<file path="config.mk">
export PLATFORM = sky130hd
export DESIGN_NAME = lsseq_top
export DESIGN_NICKNAME = d
export VERILOG_FILES = /design/src/rtl/lsseq_pkg.sv /design/src/rtl/lsseq_idx_add.sv /design/src/rtl/lsseq_wrap_inc.sv /design/src/rtl/lsseq_top.sv
export SDC_FILE = /design/constraint.sdc
export NUM_CORES = 1
export LEC_CHECK = 0
export BUFFER_PORTS_ARGS = -buffer_cell sky130_fd_sc_hd__buf_2
export CORE_ASPECT_RATIO = 1.5
export CORE_MARGIN = 2
export CORE_UTILIZATION = 62
export CTS_CLUSTER_SIZE = 12
export DETAILED_ROUTE_END_ITERATION = 10
export GPL_TIMING_DRIVEN = 0
export PLACE_DENSITY_LB_ADDON = 0.3
export SYNTH_ARGS = -nofsm -noshare
export SYNTH_HDL_FRONTEND = slang
export SYNTH_HIERARCHICAL = 1
export SYNTH_SLANG_ARGS = --single-unit
</file>
<file path="constraint.sdc">
create_clock -name clk -period 9.9 [get_ports clk]
set_input_delay 0 -clock clk [delete_from_list [all_inputs] [get_ports clk]]
set_output_delay 0 -clock clk [all_outputs]
set_load 0.01 [all_outputs]
</file>
<file path="src/rtl/lsseq_pkg.sv">
package lsseq_pkg;
  typedef enum logic [2:0] {
    AM_ZP  = 3'd0,
    AM_ZPX = 3'd1,
    AM_ABS = 3'd2,
    AM_ABX = 3'd3,
    AM_ABY = 3'd4,
    AM_IZX = 3'd5,
    AM_IZY = 3'd6,
    AM_RSV = 3'd7
  } amode_t;

  typedef enum logic [3:0] {
    S_IDLE, S_OPC, S_OPR1, S_OPR2, S_ZDUM, S_PLO, S_PHI, S_FIX, S_FIN
  } step_t;
endpackage

</file>
<file path="src/rtl/lsseq_idx_add.sv">
module lsseq_idx_add #(
  parameter int W = 8
) (
  input  logic [W-1:0] a,
  input  logic [W-1:0] b,
  output logic [W-1:0] sum,
  output logic         carry
);
  logic [W:0] full;
  assign full  = {1'b0, a} + {1'b0, b};
  assign sum   = full[W-1:0];
  assign carry = full[W];
endmodule

</file>
<file path="src/rtl/lsseq_wrap_inc.sv">
module lsseq_wrap_inc #(
  parameter int W = 8
) (
  input  logic [W-1:0] a,
  input  logic         inc,
  output logic [W-1:0] y
);
  assign y = a + {{(W-1){1'b0}}, inc};
endmodule

</file>
<file path="src/rtl/lsseq_top.sv">
module lsseq_top
  import lsseq_pkg::*;
#(
  parameter int DW      = 8,
  parameter int MAX_CYC = 6
) (
  input  logic            clk,
  input  logic            rst,
  input  logic            start,
  input  logic [2:0]      mode,
  input  logic            is_store,
  input  logic [2*DW-1:0] pc,
  input  logic [DW-1:0]   idx_x,
  input  logic [DW-1:0]   idx_y,
  input  logic [DW-1:0]   st_data,
  input  logic [DW-1:0]   bus_rdata,
  output logic [2*DW-1:0] bus_addr,
  output logic            bus_rw,
  output logic [DW-1:0]   bus_wdata,
  output logic            done,
  output logic            ld_valid,
  output logic [DW-1:0]   ld_data
);
  localparam int AW = 2 * DW;
  localparam int CW = $clog2(MAX_CYC + 1);
  localparam logic [DW-1:0] ZPAGE = '0;

  step_t          st, nst;
  amode_t         mode_r;
  logic           store_r;
  logic [AW-1:0]  pc_r, naddr;
  logic [DW-1:0]  x_r, y_r, base_r, lo_r, hi_r;
  logic [DW-1:0]  nbase, nlo, nhi;
  logic           carry_r, ncarry, nrw;
  logic [CW-1:0]  cyc;

  logic [DW-1:0]  add_a, add_b, add_sum, base_inc, hi_fix;
  logic           add_c, launch, use_y;

  // one shared index adder: base+X in the dummy cycle, low byte+index elsewhere
  assign use_y = (mode_r == AM_ABY) || (mode_r == AM_IZY);
  assign add_a = (st == S_ZDUM) ? base_r : lo_r;
  assign add_b = (st == S_ZDUM) ? x_r : (use_y ? y_r : x_r);

  lsseq_idx_add #(.W(DW)) u_add (.a(add_a), .b(add_b), .sum(add_sum), .carry(add_c));
  lsseq_wrap_inc #(.W(DW)) u_pinc (.a(base_r), .inc(1'b1), .y(base_inc));
  lsseq_wrap_inc #(.W(DW)) u_hfix (.a(hi_r), .inc(carry_r), .y(hi_fix));

  assign launch = done && start;

  always_comb begin
    nst    = st;
    naddr  = bus_addr;
    nrw    = 1'b1;
    nbase  = base_r;
    nlo    = lo_r;
    nhi    = hi_r;
    ncarry = carry_r;
    case (st)
      S_OPC: begin
        nst   = S_OPR1;
        naddr = pc_r + AW'(1);
      end
      S_OPR1: begin
        case (mode_r)
          AM_ZP: begin
            nst   = S_FIN;
            naddr = {ZPAGE, bus_rdata};
            nrw   = ~store_r;
          end
          AM_ZPX, AM_IZX: begin
            nst   = S_ZDUM;
            naddr = {ZPAGE, bus_rdata};
            nbase = bus_rdata;
          end
          AM_IZY: begin
            nst   = S_PLO;
            naddr = {ZPAGE, bus_rdata};
            nbase = bus_rdata;
          end
          default: begin
            nst   = S_OPR2;
            naddr = pc_r + AW'(2);
            nlo   = bus_rdata;
          end
        endcase
      end
      S_OPR2: begin
        nhi = bus_rdata;
        if (mode_r == AM_ABX || mode_r == AM_ABY) begin
          nlo    = add_sum;
          ncarry = add_c;
          naddr  = {bus_rdata, add_sum};
          nst    = (add_c || store_r) ? S_FIX : S_FIN;
        end else begin
          nst   = S_FIN;
          naddr = {bus_rdata, lo_r};
          nrw   = ~store_r;
        end
      end
      S_ZDUM: begin
        naddr = {ZPAGE, add_sum};
        if (mode_r == AM_IZX) begin
          nst   = S_PLO;
          nbase = add_sum;
        end else begin
          nst = S_FIN;
          nrw = ~store_r;
        end
      end
      S_PLO: begin
        nlo   = bus_rdata;
        nst   = S_PHI;
        naddr = {ZPAGE, base_inc};
      end
      S_PHI: begin
        nhi = bus_rdata;
        if (mode_r == AM_IZX) begin
          nst   = S_FIN;
          naddr = {bus_rdata, lo_r};
          nrw   = ~store_r;
        end else begin
          nlo    = add_sum;
          ncarry = add_c;
          naddr  = {bus_rdata, add_sum};
          nst    = (add_c || store_r) ? S_FIX : S_FIN;
        end
      end
      S_FIX: begin
        nst   = S_FIN;
        naddr = {hi_fix, lo_r};
        nrw   = ~store_r;
      end
      S_FIN:   nst = S_IDLE;
      default: nst = S_IDLE;
    endcase
  end

  always_ff @(posedge clk) begin
    if (rst) begin
      st        <= S_IDLE;
      mode_r    <= AM_ZP;
      store_r   <= 1'b0;
      pc_r      <= '0;
      x_r       <= '0;
      y_r       <= '0;
      base_r    <= '0;
      lo_r      <= '0;
      hi_r      <= '0;
      carry_r   <= 1'b0;
      cyc       <= '0;
      bus_addr  <= '0;
      bus_rw    <= 1'b1;
      bus_wdata <= '0;
      done      <= 1'b1;
      ld_valid  <= 1'b0;
      ld_data   <= '0;
    end else begin
      base_r  <= nbase;
      lo_r    <= nlo;
      hi_r    <= nhi;
      carry_r <= ncarry;
      ld_valid <= (st == S_FIN) && !store_r;
      if (st == S_FIN && !store_r) ld_data <= bus_rdata;
      if (launch) begin
        st        <= S_OPC;
        bus_addr  <= pc;
        bus_rw    <= 1'b1;
        mode_r    <= amode_t'(mode);
        store_r   <= is_store;
        pc_r      <= pc;
        x_r       <= idx_x;
        y_r       <= idx_y;
        bus_wdata <= st_data;
        done      <= 1'b0;
        cyc       <= CW'(1);
      end else begin
        st       <= nst;
        bus_addr <= naddr;
        bus_rw   <= nrw;
        done     <= (nst == S_FIN) || (nst == S_IDLE);
        cyc      <= (nst == S_IDLE) ? '0 : cyc + CW'(1);
      end
    end
  end

  // assertions
  p_cyc_bound_r2: assert property (@(posedge clk) disable iff (rst)
    cyc <= CW'(MAX_CYC));
  p_start_gated_r2: assert property (@(posedge clk) disable iff (rst)
    (st == S_OPC) |-> ($past(done) && $past(start)));
  p_zp_len_r3: assert property (@(posedge clk) disable iff (rst)
    (st == S_FIN && mode_r == AM_ZP) |-> cyc == CW'(3));
  p_zpx_len_r4: assert property (@(posedge clk) disable iff (rst)
    (st == S_FIN && mode_r == AM_ZPX) |-> cyc == CW'(4));
  p_abs_len_r5: assert property (@(posedge clk) disable iff (rst)
    (st == S_FIN && mode_r == AM_ABS) |-> cyc == CW'(4));
  p_fix_low_kept_r6: assert property (@(posedge clk) disable iff (rst)
    (st == S_FIN && $past(st) == S_FIX) |-> bus_addr[DW-1:0] == $past(bus_addr[DW-1:0]));
  p_izx_len_r8: assert property (@(posedge clk) disable iff (rst)
    (st == S_FIN && mode_r == AM_IZX) |-> cyc == CW'(6));
  p_ptr_zpage_r8: assert property (@(posedge clk) disable iff (rst)
    (st == S_ZDUM || st == S_PLO || st == S_PHI) |-> bus_addr[AW-1:DW] == ZPAGE);
  p_ldv_after_load_r10: assert property (@(posedge clk) disable iff (rst)
    ld_valid |-> ($past(st) == S_FIN && !$past(store_r)));
  p_write_then_read_r11: assert property (@(posedge clk) disable iff (rst)
    !bus_rw |=> bus_rw);
  p_done_states_r12: assert property (@(posedge clk) disable iff (rst)
    done |-> (st == S_FIN || st == S_IDLE));
endmodule

</file>
==> impl_metrics.tcl <==
set metrics [dict create \
    wl_met3_microns 1934 \
    routed-wl-met2_microns 9648 \
    initial_utilization_pct 63.81 \
    overflow 0 \
    root_buffer "clkbuf_16" \
    hp-class "in2reg" \
    slowest_stage "o21ai_0" \
    worstSetupPathType "reg2reg" \
    hold-path-cell-count 3 \
    final_common_cell "nand2_1" \
    viasPerCell 6.415 \
    final_area_sq_mm 0.007241 \
    postCtsSetupBuffers 0 \
    postSynthCellCount 746 \
    cap_violations 0 \
    yosysSeqAreaShare_pct 33.71 \
    grt_pass1_wl_microns 31860 \
    fin_worst_skew_ns 0.007422 \
    total_power_mw 0.9310 \
    setup.worst_path.start_class "register" \
    track_usage_pct 39.36 \
    min-delay-start "bus_rdata[0]" \
    drtPass1Iterations 6 \
    fin_nets 958 \
    status "completed" \
    synth_edf_count 0 \
    clk_latency_ns 0.35 \
    cellLeakagePower_nw 3.081 \
    hold_end "ld_data[0]" \
    ir_worst_vdd_mv 0.1108 \
    critPathMaxFanout 10 \
    core.rowCount 43 \
    yosys_warnings 6 \
    layout_common_cells "133 x nand2_1, 104 x buf_2, 100 x dfxtp_1" \
    cts.htree.levels 3 \
    reg2reg_depth 16 \
    hold_violations 0 \
    slew_viol_final 0 \
    grt_max_degree 17 \
    io_pins 90 \
    hold_buffers 43 \
    end_kind "register" \
    wl_met1_microns 7550 \
    drive_gt1_share_pct 18.39 \
    ant_nets 0 \
    post_dp_cell_area_sq_mm 0.006520 \
    crit_required_ns 10.14 \
    timing.rr.end "st[3]" \
    syn_to_final_growth_pct 21.91 \
    clock-sinks 100 \
    r2r_slack_ns 5.68 \
    wl_microns 20300 \
    grt_pass1_vias 6251 \
    highest_layer "met4" \
    post_drt_wl_per_cell_microns 20.22 \
    coreArea_sq_mm 0.009308 \
    cts.clk_slew.worst_paths_ns 0.07 \
    synth-seq-cells 100 \
    fin_ws_ns 5.675 \
    cts_resized 0 \
    setup_viol 0 \
    power_density_mw_per_mm2 128.6 \
    tns_ns 0 \
    cts_tree "built" \
    vias 6441 \
    async_flop_share_pct 0 \
    die_y_microns 123.9 \
    crit_arrival_ns 4.47 \
    slew_headroom_pct 37.80 \
    synth_top_flop_cell "dfxtp_1" \
    path_common_cell "nor2_1" \
    worstMarginPinSlew_ns 0.9295 \
    die_w_microns 83.92 \
    worstReg2RegStart "st[3]" \
    antenna_cells 0 \
    syn_avg_cell_area_sq_um 7.962 \
    drt_iter0_drc 537 \
    pre_cts_ws_ns 5.897 \
    antenna_found_initial 0 \
    drc_errors 0 \
    ys_types 65 \
    fillers 723 \
    synth_area_sq_mm 0.005939 \
    worstPathCellList "buf_2 -> nand2b_1 -> nor3_2 -> buf_4 -> nor2_2 -> mux2_2 -> ha_1 -> a21o_1 -> a21o_1 -> nor2_1 -> o21ai_0 -> nor2_1 -> a211o_1 -> a21oi_1 -> nor2_1 -> o21a_1" \
    rsz0062_at_grt "no" \
    port_buffers 88 \
    hpwl_microns 14250 \
    gp_congestion 0.9415 \
    post-route-period-util_pct 42.67 \
    fmax_ghz 0.2367 \
    cpPeakStageDelay_ns 0.61 \
    final.min_clock_period_ns 4.225 \
    synth_nets 816 \
    die_area_sq_mm 0.01040 \
    cts_buffers 9 \
    clk_path_buf_depth 2 \
]
[flip-flops by register name, indices dropped and copies added, names as in the netlist, 3 cells and up]
signal	flops
mode_r	3
hi_r	8
st	4
y_r	8
x_r	8
bus_addr	16
lo_r	8
pc_r	16
ld_data	8
bus_wdata	8
base_r	8
[where the power goes]
group          switching (mW)  internal, mW
combinational          0.0889        0.0573
clock                   0.158         0.195
sequential             0.0127         0.419
[kinds of logic (layout without fill, tap and decap cells)]
family | Yosys count | in the layout | synth area share (%)
buffers and inverters | 58 | 204 | 4.508
AOI/OAI and AO/OA | 194 | 194 | 21.87
and+or+nand+nor | 290 | 290 | 22.01
muxes | 52 | 52 | 9.122
xor gates and xnor gates | 36 | 36 | 5.435
DFF | 100 | 100 | 33.71
adders and majority gates | 15 | 15 | 3.286
other | 1 | 1 | 0.06314
[worst max-delay path by stage]
stage | to | slack [ns] | cells after the start | startpoint
2_1_floorplan | bus_addr[4] | 6.58 | 15 | st[3]
4_1_cts | st[3] | 5.86 | 16 | st[3]
3_5_place_dp | st[3] | 5.90 | 16 | st[3]
5_1_grt | st[3] | 5.59 | 16 | st[3]
6_report | st[3] | 5.68 | 16 | st[3]
3_3_place_gp | st[3] | 5.93 | 16 | st[3]
[cell usage after synthesis (4+ instances only)]
cell | n | area share [%]
nand3_1 | 24 | 2.0
nand4_1 | 4 | 0.42
nor3_1 | 8 | 0.67
xor2_1 | 20 | 2.9
o211ai_1 | 7 | 0.88
xnor2_1 | 15 | 2.2
buf_1 | 5 | 0.32
o22ai_1 | 6 | 0.63
nor2b_1 | 6 | 0.63
o21ai_1 | 4 | 0.34
buf_4 | 4 | 0.51
a221oi_1 | 15 | 2.2
nand2_1 | 133 | 8.4
nand2b_1 | 4 | 0.42
and3_1 | 6 | 0.63
a21o_1 | 6 | 0.76
clkbuf_1 | 28 | 1.8
and2_1 | 5 | 0.53
nor3_2 | 6 | 1.0
ha_1 | 14 | 2.9
a21boi_0 | 8 | 1.0
buf_2 | 16 | 1.3
a211oi_2 | 8 | 1.7
mux2i_1 | 35 | 5.9
dfxtp_1 | 100 | 34
mux2_2 | 17 | 3.2
a21oi_1 | 73 | 6.2
a211oi_1 | 17 | 2.1
o21ai_0 | 20 | 1.7
nor2_1 | 76 | 4.8
[worst max-delay path: cells and delay by family (launching register included)]
kind	cells	cell delay, ns
adder cells (fa/ha/maj)	1	0.39
buffers and inverters	2	0.41
flip-flops	1	0.33
AND/OR/NAND/NOR	6	1.02
multiplexers	1	0.42
AO/OA/AOI/OAI	6	1.52
[per-stage QoR]
| step | utilization [%] | hold WS [ns] | std cells |
|---|---|---|---|
| CTS | 77.79 | 0.007451 | 1004 |
| global placement | 70.05 | 0.2396 | 946 |
| finish | 77.79 | 0.01022 | 1004 |
| floorplan | - | 0.1360 | 746 |
| detailed placement | 70.05 | 0.2464 | 946 |
| global route | 77.79 | 0.04585 | 1004 |
[layout make-up]
cell class | instances | area (sq um) | area share [%]
inverter | 3 | 11.26 | 0.1555
multi-input combinational | 588 | 3670 | 50.68
sequential | 100 | 2002 | 27.65
timing repair buffer | 131 | 870.8 | 12.03
buffer | 55 | 256.5 | 3.542
clock inverter | 6 | 65.06 | 0.8986
tap | 112 | 140.1 | 1.935
clock buffer | 9 | 225.2 | 3.110
[metal layers]
metal	global-route usage, %	vias to the layer above
met5	0	-
met4	23.69	0
met3	8.151	97
met2	66.75	399
met1	45.88	2999
li1	-	2946
Note: power is estimated with default switching activity, not from simulation.
